File: src/rtl/route_pkg.sv
package route_pkg;
    // Destination codes; the output port index equals the code.
    typedef enum logic [3:0] {
        DST_GLOBAL_DMA = 4'd0,
        DST_LOCAL_DMA  = 4'd1,
        DST_INGRESS0   = 4'd2,
        DST_INGRESS1   = 4'd3,
        DST_INGRESS2   = 4'd4,
        DST_INGRESS3   = 4'd5,
        DST_INGRESS4   = 4'd6,
        DST_POSTPROC   = 4'd7,
        DST_EGRESS0    = 4'd8,
        DST_EGRESS1    = 4'd9,
        DST_EGRESS2    = 4'd10
    } dest_e;

    localparam int unsigned DEST_COUNT = 11;
endpackage

File: src/rtl/route_table.sv
module route_table #(
    parameter  int THREADS = 64,
    parameter  int LANES   = 4,
    parameter  int FIELD_W = 8,
    parameter  int DEST_N  = route_pkg::DEST_COUNT,
    localparam int WORDS   = THREADS / LANES,
    localparam int WIDX_W  = $clog2(WORDS),
    localparam int AW      = WIDX_W + 2,
    localparam int TW      = $clog2(THREADS),
    localparam int CW      = $clog2(DEST_N),
    localparam int DATA_W  = LANES * FIELD_W
) (
    input  logic              clk,
    input  logic              rst_n,
    input  logic              cfg_wr,
    input  logic [AW-1:0]     cfg_addr,
    input  logic [DATA_W-1:0] cfg_wdata,
    output logic [DATA_W-1:0] cfg_rdata,
    input  logic [TW-1:0]     look_thread,
    output logic [CW-1:0]     look_code
);
    typedef struct packed {
        logic [THREADS-1:0][CW-1:0] code;
    } tbl_t;

    tbl_t st_d, st_q;
    logic [WIDX_W-1:0] widx;
    wire unused_addr_lsb = ^cfg_addr[1:0];

    assign widx = cfg_addr[AW-1:2];

    always_comb begin
        st_d = st_q;
        if (cfg_wr) begin
            for (int l = 0; l < LANES; l++) begin
                if (cfg_wdata[l*FIELD_W +: FIELD_W] < FIELD_W'(DEST_N)) begin
                    st_d.code[int'(widx)*LANES + l] = cfg_wdata[l*FIELD_W +: CW];
                end
            end
        end
    end

    always_comb begin
        for (int l = 0; l < LANES; l++) begin
            cfg_rdata[l*FIELD_W +: FIELD_W] = FIELD_W'(st_q.code[int'(widx)*LANES + l]);
        end
    end

    assign look_code = st_q.code[look_thread];

    always_ff @(posedge clk) begin
        if (!rst_n) st_q <= '0;
        else        st_q <= st_d;
    end

    generate
        for (genvar g = 0; g < LANES; g++) begin : g_lane_chk
            assert_illegal_kept_R4: assert property (@(posedge clk) disable iff (!rst_n)
                (cfg_wr && cfg_wdata[g*FIELD_W +: FIELD_W] >= FIELD_W'(DEST_N))
                |=> st_q.code[int'($past(widx))*LANES + g] == $past(st_q.code[int'(widx)*LANES + g]));
            assert_legal_stored_R3: assert property (@(posedge clk) disable iff (!rst_n)
                (cfg_wr && cfg_wdata[g*FIELD_W +: FIELD_W] < FIELD_W'(DEST_N))
                |=> st_q.code[int'($past(widx))*LANES + g] == $past(cfg_wdata[g*FIELD_W +: CW]));
        end
        for (genvar t = 0; t < THREADS; t++) begin : g_code_chk
            assert_code_in_range_R5: assert property (@(posedge clk) disable iff (!rst_n)
                int'(st_q.code[t]) < DEST_N);
        end
    endgenerate
endmodule

File: src/rtl/route_steer.sv
module route_steer #(
    parameter  int DEST_N = route_pkg::DEST_COUNT,
    localparam int CW     = $clog2(DEST_N)
) (
    input  logic              clk,
    input  logic              rst_n,
    input  logic              in_valid,
    input  logic              in_sop,
    input  logic              in_eop,
    output logic              in_ready,
    input  logic [CW-1:0]     look_code,
    output logic [DEST_N-1:0] out_valid,
    input  logic [DEST_N-1:0] out_ready
);
    typedef struct packed {
        logic          in_pkt;
        logic [CW-1:0] code;
    } steer_t;

    steer_t st_d, st_q;
    logic [CW-1:0] sel;

    // A fresh lookup on every start beat; otherwise the held packet target.
    assign sel       = (st_q.in_pkt && !in_sop) ? st_q.code : look_code;
    assign out_valid = in_valid ? (DEST_N'(1) << sel) : '0;
    assign in_ready  = out_ready[sel];

    always_comb begin
        st_d = st_q;
        if (in_valid && in_ready) begin
            st_d.in_pkt = !in_eop;
            st_d.code   = sel;
        end
    end

    always_ff @(posedge clk) begin
        if (!rst_n) st_q <= '0;
        else        st_q <= st_d;
    end

    assert_one_port_R6: assert property (@(posedge clk) disable iff (!rst_n)
        in_valid |-> $countones(out_valid) == 1);
    assert_idle_ports_R6: assert property (@(posedge clk) disable iff (!rst_n)
        !in_valid |-> out_valid == '0);
    assert_stall_no_take_R8: assert property (@(posedge clk) disable iff (!rst_n)
        (in_valid && !in_ready) |-> (out_valid & out_ready) == '0);
    assert_packet_held_R7: assert property (@(posedge clk) disable iff (!rst_n)
        (in_valid && !in_sop && $past(rst_n) && $past(in_valid && in_ready && !in_eop))
        |-> out_valid == $past(out_valid));
endmodule

File: src/rtl/thread_route_top.sv
module thread_route_top #(
    parameter  int THREADS = 64,
    parameter  int LANES   = 4,
    parameter  int FIELD_W = 8,
    parameter  int DEST_N  = route_pkg::DEST_COUNT,
    parameter  int DW      = 32,
    localparam int TW      = $clog2(THREADS),
    localparam int AW      = $clog2(THREADS / LANES) + 2,
    localparam int CW      = $clog2(DEST_N),
    localparam int CFG_W   = LANES * FIELD_W
) (
    input  logic              clk,
    input  logic              rst_n,
    input  logic              cfg_wr,
    input  logic [AW-1:0]     cfg_addr,
    input  logic [CFG_W-1:0]  cfg_wdata,
    output logic [CFG_W-1:0]  cfg_rdata,
    input  logic              in_valid,
    output logic              in_ready,
    input  logic              in_sop,
    input  logic              in_eop,
    input  logic [TW-1:0]     in_thread,
    input  logic [DW-1:0]     in_data,
    output logic [DEST_N-1:0] out_valid,
    input  logic [DEST_N-1:0] out_ready,
    output logic              out_sop,
    output logic              out_eop,
    output logic [TW-1:0]     out_thread,
    output logic [DW-1:0]     out_data
);
    logic [CW-1:0] look_code;

    route_table #(
        .THREADS(THREADS), .LANES(LANES), .FIELD_W(FIELD_W), .DEST_N(DEST_N)
    ) u_table (
        .clk(clk), .rst_n(rst_n),
        .cfg_wr(cfg_wr), .cfg_addr(cfg_addr), .cfg_wdata(cfg_wdata), .cfg_rdata(cfg_rdata),
        .look_thread(in_thread), .look_code(look_code)
    );

    route_steer #(.DEST_N(DEST_N)) u_steer (
        .clk(clk), .rst_n(rst_n),
        .in_valid(in_valid), .in_sop(in_sop), .in_eop(in_eop), .in_ready(in_ready),
        .look_code(look_code), .out_valid(out_valid), .out_ready(out_ready)
    );

    // Sideband shared by all ports; only the valid bit selects the port.
    assign out_sop    = in_sop;
    assign out_eop    = in_eop;
    assign out_thread = in_thread;
    assign out_data   = in_data;
endmodule

File: config.mk
export PLATFORM = sky130hd
export DESIGN_NAME = thread_route_top
export DESIGN_NICKNAME = d
export VERILOG_FILES = /design/src/rtl/route_pkg.sv /design/src/rtl/route_table.sv /design/src/rtl/route_steer.sv /design/src/rtl/thread_route_top.sv
export SDC_FILE = /design/constraint.sdc
export NUM_CORES = 1
export LEC_CHECK = 0
export ABC_AREA = 0
export BUFFER_PORTS_ARGS = -buffer_cell sky130_fd_sc_hd__clkbuf_2
export CORE_AREA = 2 2 139 195
export CTS_CLUSTER_DIAMETER = 100
export DETAILED_ROUTE_END_ITERATION = 6
export DIE_AREA = 0 0 141 197
export GPL_TIMING_DRIVEN = 0
export PLACE_DENSITY = 0.92
export RECOVER_POWER = 50
export SYNTH_ARGS = -nofsm -noshare
export SYNTH_HDL_FRONTEND = slang
export SYNTH_HIERARCHICAL = 1
export SYNTH_SLANG_ARGS = --single-unit
File: constraint.sdc
create_clock -name clk -period 3.47 [get_ports clk]
set_input_delay 0 -clock clk [delete_from_list [all_inputs] [get_ports clk]]
set_output_delay 0 -clock clk [all_outputs]
set_load 0.02 [all_outputs]
-- Word level (Yosys, flattened, before mapping)
Cells that the tools add are included.
W data, S select, Z words.
- flip-flop bits (word level): 261
- latch bits: 0
- memory bits (writable): 0
- bits in read-only memories: 0
- input port bits: 93
- output and inout port bits: 84
- logic and storage cells: 128
- memories kept: 0
- add/sub/neg operators: 3
- multipliers: 0
- div/mod/pow operators: 0
- $lt $le $gt $ge: 14
- equal/unequal tests: 0
- shift operators: 1
- muxes and demuxes: 36
- bitwise logic cells: 0
- reduce and logical (&&, ||, !) cells: 8
- operator list (kind ; count):
    $mux W256 ; 7
    $bwmux W256 ; 4
    $bmux W4 S6 ; 4
    $ge A32 B1 Y1 const B ; 3
    $lt A32 B8 Y1 const B ; 3
    $demux W4 S6 ; 3
    $mux W4 ; 13
    $lt A8 B4 Y1 const B ; 4
    $bmux W4 S4 ; 1
    $demux W4 S4 ; 1
    $add A6 B2 Y7 const B ; 2
    $lt A6 B7 Y1 const B ; 2
    $mux W11 ; 1
    $shl A1 B4 Y11 const A ; 1
    $add A6 B1 Y7 const B ; 1
    $ge A6 B1 Y1 const B ; 1
    $logic_and A1 B1 Y1 ; 6
    $lt A4 B5 Y1 const B ; 1
    $bmux W1 S4 ; 1
    $logic_not A1 Y1 ; 2
    $mux W1 ; 1

-- Depth between registers and ports, before layout
Gate-level depths: netlist of run 1.
- depth after elaboration: 15
- depth in mapped cells: 14
- mapped depth without buffers: 11

-- Hierarchy
Netlist of run 1, hierarchy kept.
- modules (own cells, without submodules) (module ; instances ; cells an instance ; area each (um^2) ; seq. area each (um^2)):
    route_table ; 1 ; 1545 ; 14525.2 ; 5124.9
    route_steer ; 1 ; 68 ; 546.8 ; 100.1
    thread_route_top ; 1 ; 40 ; 300.3 ; 0.0

-- Worst setup path before layout of run 1
Ideal clock, no wire load.
- kind: flip-flop to flip-flop
- start: register u_table/st_q[165] (netlist bit)
- end: register u_steer/st_q[2] (netlist bit)
- setup time: 0.116 ns
- arrival: 2.520 ns
- required time: 3.354 ns
- slack: 0.834 ns
- stages on the path, launching flop included: 11
- buffers on the path: 0
- period minus slack after synthesis: 2.636 ns
- path through: dfxtp_1 > mux4_1 > mux2_2 > o21ai_1 > nor2_1 > a22o_1 > mux2i_2 > mux2i_1 > o22ai_2 > a22o_1 > o211a_1
- longest elaborated chain between the ends: 6
- ends and longest elaborated chain (what ; RTL line ; RTL):
    from (decl) ; route_table.sv:26 ; tbl_t st_d, st_q;
    from (signal assigned) ; route_table.sv:53 ; else st_q <= st_d;
    $bmux W4 S6 ; route_table.sv:49 ; assign look_code = st_q.code[look_thread];
    $mux W4 (implied by the code) ; route_table.sv:49 ;
    net look_code[1] ; thread_route_top.sv:31 ; logic [CW-1:0] look_code;
    $mux W4 ; route_steer.sv:24 ; assign sel = (st_q.in_pkt && !in_sop) ? st_q.code : look_code;
    $bmux W1 S4 ; route_steer.sv:26 ; assign in_ready = out_ready[sel];
    $mux W1 (implied by the code) ; route_steer.sv:26 ;
    $logic_and A1 B1 Y1 ; route_steer.sv:30 ; if (in_valid && in_ready) begin
    to (signal assigned) ; route_steer.sv:38 ; else st_q <= st_d;
    to (decl) ; route_steer.sv:20 ; steer_t st_d, st_q;
The timed path passes the listed nets, and every way through them passes these cells. The select of a mux whose other input is x is not followed.
A chain may end at the register's enable or synchronous reset.

-- Worst setup path in the final report of run 1
- start: register u_table/st_q[136] (netlist bit)
- end: output in_ready
- longest elaborated chain between the ends: 5
- ends and longest elaborated chain (what ; RTL line ; RTL):
    $bmux W4 S6 ; route_table.sv:49 ;
    $mux W4 (implied by the code) ; route_table.sv:49 ;
    net look_code[0] ; thread_route_top.sv:31 ;
    $mux W4 ; route_steer.sv:24 ;
    $bmux W1 S4 ; route_steer.sv:26 ;
    $mux W1 (implied by the code) ; route_steer.sv:26 ;
    to (decl) ; thread_route_top.sv:19 ; output logic in_ready,
The timed path passes the listed nets, and every way through them passes these cells. The select of a mux whose other input is x is not followed.

==> results of run 1 <==
[critical path, delay by kind of cell (launching register included)]
family | cells | cell delay (ps)
AO/OA/AOI/OAI | 8 | 1940
buffers and inverters | 1 | 160
flip-flops | 1 | 360
multiplexers | 1 | 470
[synthesized netlist by cell type, types with 5 or more instances]
cell type,instances,share of area [%]
nand2_1,280,6.8
dfxtp_1,261,34
o21ai_0,258,8.4
a21boi_0,228,11
mux4_2,131,19
clkbuf_1,115,2.8
nor2_1,82,2.0
buf_4,64,3.1
a21boi_1,28,1.4
buf_2,19,0.62
o22ai_1,18,0.73
buf_6,12,0.88
buf_1,11,0.27
mux4_1,11,1.9
nand3_1,11,0.36
a211oi_1,10,0.49
inv_1,8,0.20
a21oi_1,7,0.23
and2_1,6,0.24
mux2i_1,6,0.39
nand2b_1,6,0.24
nor2b_1,6,0.24
nor3_1,6,0.20
a22oi_1,5,0.24
mux2_2,5,0.37
[layout make-up]
cell class                 count  area (um^2)
antenna                        5         12.5
buffer                       225         1260
clock buffer                  33          728
clock inverter                16          149
fill                        2102         8600
inverter                       8         30.0
multi-input combinational   1173         8920
sequential                   261         5230
tap                          324          405
timing repair buffer         127          676
[cells by family (layout without fill, tap and decap cells)]
family,after synthesis,in the layout
compound gates,586,586
buf+inv,234,409
flops,261,261
mux,155,155
other cells,1,21
simple gates,416,416
[metal layers]
layer | share of wire [%] | global-route usage [%]
met2 | 43 | 73.9
met4 | 12 | 44.7
met3 | 14 | 16.5
met5 | 0.079 | 0
met1 | 30 | 51.2
[through the flow]
| stage | power (mW) | TNS, ps | instance area [um^2] |
|---|---|---|---|
| floorplan | 3.64 | 0 | 15400 |
| global placement | 3.92 | -1770 | 16400 |
| detailed placement | 3.93 | -1810 | 16400 |
| CTS | 6.84 | 0 | 17500 |
| global route | 7.02 | -43.8 | 17400 |
| finish | 6.88 | -34.2 | 17400 |
[layout by cell type (no fill, tap or decap), types with 8 or more instances in the layout]
master and n:
a21boi_0 240, dlygate4sd3_1 19, inv_1 8, conb_1 16, nand3_1 11, o22ai_1 18
clkbuf_16 27, nor2_1 82, mux4_2 131, buf_4 67, buf_6 12, o21ai_0 258
dfxtp_1 261, clkbuf_1 171, nand2_1 280, clkinv_2 9, a21boi_1 16, buf_2 16
a211oi_1 10, clkbuf_2 55, buf_1 10, mux4_1 11
[path summary, 6_finish.rpt]
kind	slack, ps	to	depth (start not counted)	startpoint
max	-30	in_ready	10	u_table/st_q[136]
min	7	u_steer/st_q[3]	3	in_valid
max reg2reg	260	u_steer/st_q[0]	10	u_table/st_q[136]
min reg2reg	500	u_table/st_q[20]	2	u_table/st_q[20]
[report_power, final]
part / internal (mW) / switching, mW / total (mW)
combinational: 0.326 / 0.591 / 0.917
clock: 1.65 / 1.30 / 2.94
sequential: 3.01 / 0.0152 / 3.02
total: 4.98 / 1.90 / 6.88
[flip-flops by register name, indices dropped and copies added (netlist names)]
name          count
u_steer/st_q      5
u_table/st_q    256
[what timing repair did]
action / CTS / global route
gates resized for setup: 5 / 2
pin swaps: 2 / 1
hold buffers: 19 / 0
endpoints found under the setup margin: 1 / 9
endpoints found under the hold margin: 101 / 0
buffers inserted: 2 / 1
==> results.cfg, run 1 <==
[run_status]
outcome = finished with violations
failed_checks = design-rule violations, negative setup slack

[power]
p_leak_nw = 5.79
peakVddDrop_mv = 0.350
power.density_mw_per_mm2 = 395

[setup_path]
crit_slowest_cell = mux4_2
slowest_delay_ps = 470
setup.worst_path.end_class = output port
start_kind = flip-flop
cp_cell_sequence = mux4_2, a22oi_1, o31ai_1, a21oi_2, o21ai_2, a31oi_4, o221ai_1, o22ai_2, a22o_1, clkbuf_2
crit_arrival_ps = 3500
path_class = flip-flop to output port
cp_data_required_time_ps = 3470
cp_max_fo = 6

[cells_and_area]
layoutNonFillerInstCount = 2172
drive_gt1_share_pct = 19.1
final_util_pct = 66.9
area_growth_pct = 13.3
fin_nets = 1916

[synth]
synthFlopType = dfxtp_1
synth-compound-area-share_pct = 24.5
synth_area_mm2 = 0.0154
ys_warn_count = 6
synth_cell_types = 54
synth_top_family_by_area = compound AO/OA/AOI/OAI gates
synth_edf_count = 0
syn_avg_cell_area_um2 = 9.30
seq_area_frac_synth_pct = 34.0
synth.area.mux_share_pct = 22.0
synth-xor-area-share_pct = 0
netlist_instances = 1653
ys_async_sr_fraction_pct = 0
synth-simple-area-share_pct = 11.0
synthAdderAreaFrac_pct = 0
synth.ff_latch_count = 261

[sta]
finalHoldViolations = 0
maxSlewHeadroom_pct = 2.92
fin_skew_ps = 12.4
post-route-period-util_pct = 101
worst_slack_ps = -34.2
max_freq_mhz = 285
worst_pin_slew_ps = 1450
holdWs_ps = 6.83
slew_viol_final = 0
fin_crit_ps = 3500
final-setup-viol-count = 1
rsz0062_at_grt = true

[route]
vias_per_cell = 7.16
drt_wl_total_mm = 67.0
vias = 15600
wl_per_cell_um = 30.8
drtAntennaViolNets = 0
dr.pass1.iters = 7
first_iter_violations = 2341
drc = 6

[global_route]
track_usage_pct = 47.9
antenna_found_initial = 10
overflow = 0
grt_max_degree = 15
grt_pass1_vias = 15100
grt_pass1_wl_mm = 96.2

[clock_tree]
clock-sinks = 261
cts.reportedPaths.clkPinSlew_ps = 60
cts-buffers-inserted = 27
root_buffer = clkbuf_16
clk_latency_ps = 570
h-tree-depth = 1
cts_buffer_depth = 3
tritoncts = built

[floorplan]
num_rows = 70
die_w_um = 141
core_mm2 = 0.0260
dieArea_mm2 = 0.0278
io_pins = 177
initial_utilization_pct = 59.1
die_y_um = 197

[flow_run]
maxCapViolCount = 0

[min_path]
hold_class = primary input to flip-flop

[placed_design]
gp_congestion = 1.11
place_inst = 2097
dp_hpwl_mm = 48.8
port_buffers = 105
post-place-ws_ps = -387
No activity file was read; power rests on OpenSTA's default activity.
==> inputs of run 2 (changes only) <==
CORE_AREA = 2 2 135 190   (was 2 2 139 195)
DIE_AREA = 0 0 137 192   (was 0 0 141 197)
PLACE_DENSITY = 0.91   (was 0.92)
SYNTH_HIERARCHICAL = default   (was 1)
==> run 2 against run 1 <==
The flow finishes with violations (negative setup slack). Total power decreased by 3.6%. Global-route usage shrank 7.4 points. Clock power barely moved. Combinational power fell by 21%.
==> results.cfg, run 2 <==
[power]
power.density_mw_per_mm2 = 404
peakVddDrop_mv = 0.404
finalPower_mw = 6.63
p_leak_nw = 6.19

[synth]
synth_common_cells = nor2_1, mux2i_1, dfxtp_1
synthFlopType = dfxtp_1
ys_warn_count = 0
synth_area_mm2 = 0.0144
synth_cell_types = 47
syn_avg_cell_area_um2 = 10.6
netlist_instances = 1351
synthTopCellsByArea = dfxtp_1, mux4_2, mux2i_1
synth_edf_count = 0
ys_async_sr_fraction_pct = 0
synth_top_area_share_pct = 36.4
synth.ff_latch_count = 261
yosys.cell_count.top_type = nor2_1
seq_area_frac_synth_pct = 36.4
synth_area_leader_cell = dfxtp_1

[global_route]
overflow = 0
track_usage_pct = 40.5
antenna_found_initial = 2
grt_use_met2_pct = 63.4
met1_usage_pct = 42.5
grt.busiest_layer = met2
grt_max_degree = 15
grt_pass1_wl_mm = 76.8
grt_pass1_vias = 12400
grt_util_met3_pct = 12.9

[cells_and_area]
drive_gt1_share_pct = 22.1
area_growth_pct = 14.3
final_common_cell = nor2_1
final_util_pct = 67.0
largestRegisters = u_table.st_q: 256 flops, u_steer.st_q: 5 flops
top_register = u_table.st_q
fin_nets = 1610
fill_cells = 1791
largest_reg_flops = 256
layout_common_cells = nor2_1, mux2i_1, dfxtp_1, mux4_2, clkbuf_1

[sta]
post-route-period-util_pct = 100
fin_crit_ps = 3470
worst_slack_ps = -3.52
finalHoldViolations = 0
maxSlewHeadroom_pct = 25.6
fin_skew_ps = 18.3
worst_pin_slew_ps = 1120
final-setup-viol-count = 1
slew_viol_final = 0
max_freq_mhz = 288
holdWs_ps = 26.2

[placed_design]
gp_congestion = 1.06
port_buffers = 106
dp_hpwl_mm = 39.8

[run_status]
failed_checks = negative setup slack
outcome = finished with violations

[clock_tree]
cts_buffer_depth = 3
clk_latency_ps = 540
cts.reportedPaths.clkPinSlew_ps = 70
root_buffer = clkbuf_16
cts-buffers-inserted = 25
clock-sinks = 261
tritoncts = built
h-tree-depth = 1

[route]
vias = 12700
drtAntennaViolNets = 0
drc = 0
drt_wl_total_mm = 53.5
first_iter_violations = 1594
vias_per_cell = 6.84
dr.pass1.iters = 6
wl_per_cell_um = 28.9

[setup_path]
cp_max_fo = 4
path_class = flip-flop to output port
cp_data_required_time_ps = 3470
crit_arrival_ps = 3470
setup.worst_path.end_class = output port
startpoint = u_table.st_q[180]
r2r_start = u_table.st_q[119]
start_kind = flip-flop

[floorplan]
core_mm2 = 0.0245
initial_utilization_pct = 58.6
io_pins = 177
dieArea_mm2 = 0.0263
die_y_um = 192
num_rows = 68
die_w_um = 137

[min_path]
hold_class = primary input to flip-flop
min_from = cfg_wdata[2]

[flow_run]
maxCapViolCount = 0
## run 2: layout make-up
| type | count | area (um^2) | share of cell area (%) |
|---|---|---|---|
| multi-input cells | 926 | 8350 | 50.8 |
| flip-flops and latches | 261 | 5230 | 31.8 |
| plain buffers | 169 | 891 | 5.43 |
| clock buffers | 36 | 737 | 4.49 |
| repair buffers | 124 | 657 | 4.00 |
| well taps | 315 | 394 | 2.40 |
| clock inverters | 8 | 118 | 0.717 |
| inverters | 10 | 37.5 | 0.229 |
| diodes | 4 | 10.0 | 0.0610 |
## run 2: worst paths after layout
kind / depth (start not counted) / slack [ps] / to
max reg2reg: 9 / 360 / u_steer.st_q[1]
min reg2reg: 2 / 490 / u_steer.st_q[3]
max: 9 / -4 / in_ready
min: 3 / 30 / u_table.st_q[2]
## run 2: routing by layer
metal	vias up	wire length, um
li1	5136	-
met1	5978	16600
met2	1174	24300
met3	388	6480
met4	0	6210
met5	-	0
## run 2: worst max-delay path, stage by stage (launching register included)
cell and delay, ps:
dfxtp_1 360, mux4_2 530, mux4_2 470, nand4_1 120, o21ai_0 120, nand3b_1 220
inv_1 180, mux2_2 410, o41ai_2 280, clkbuf_2 230
## run 2: power by group
group	switching, mW	total [mW]	internal [mW]
clock network	1.22	2.91	1.69
registers	0.00354	3.00	3.00
logic	0.495	0.724	0.229
## run 2: stage by stage
step / worst slack, ps / TNS, ps / instance area (um^2) / cells
floorplan: 594 / 0 / 14400 / 1366
global placement: -209 / -1000 / 15300 / 1787
detailed placement: -270 / -1310 / 15300 / 1787
CTS: 6.74 / 0 / 16400 / 1848
global route: -75.8 / -82.4 / 16400 / 1850
finish: -3.52 / -3.52 / 16400 / 1853
## run 2: repair_timing
action,CTS,global route
hold buffers,16,0
setup buffers,1,1
endpoints found under the setup margin,1,7
pin swaps,0,1
resized for setup,7,12
endpoints found under the hold margin,60,0
## run 2: cells by family (layout without fill, tap and decap cells)
| logic type | after synthesis | in the layout | share of synthesized area (%) |
|---|---|---|---|
| and+or+nand+nor | 423 | 423 | 12.1 |
| buffers and inverters | 179 | 347 | 6.43 |
| AOI/OAI and AO/OA | 56 | 56 | 2.87 |
| other | 1 | 20 | 0.0261 |
| muxes | 431 | 431 | 42.2 |
| DFF | 261 | 261 | 36.4 |
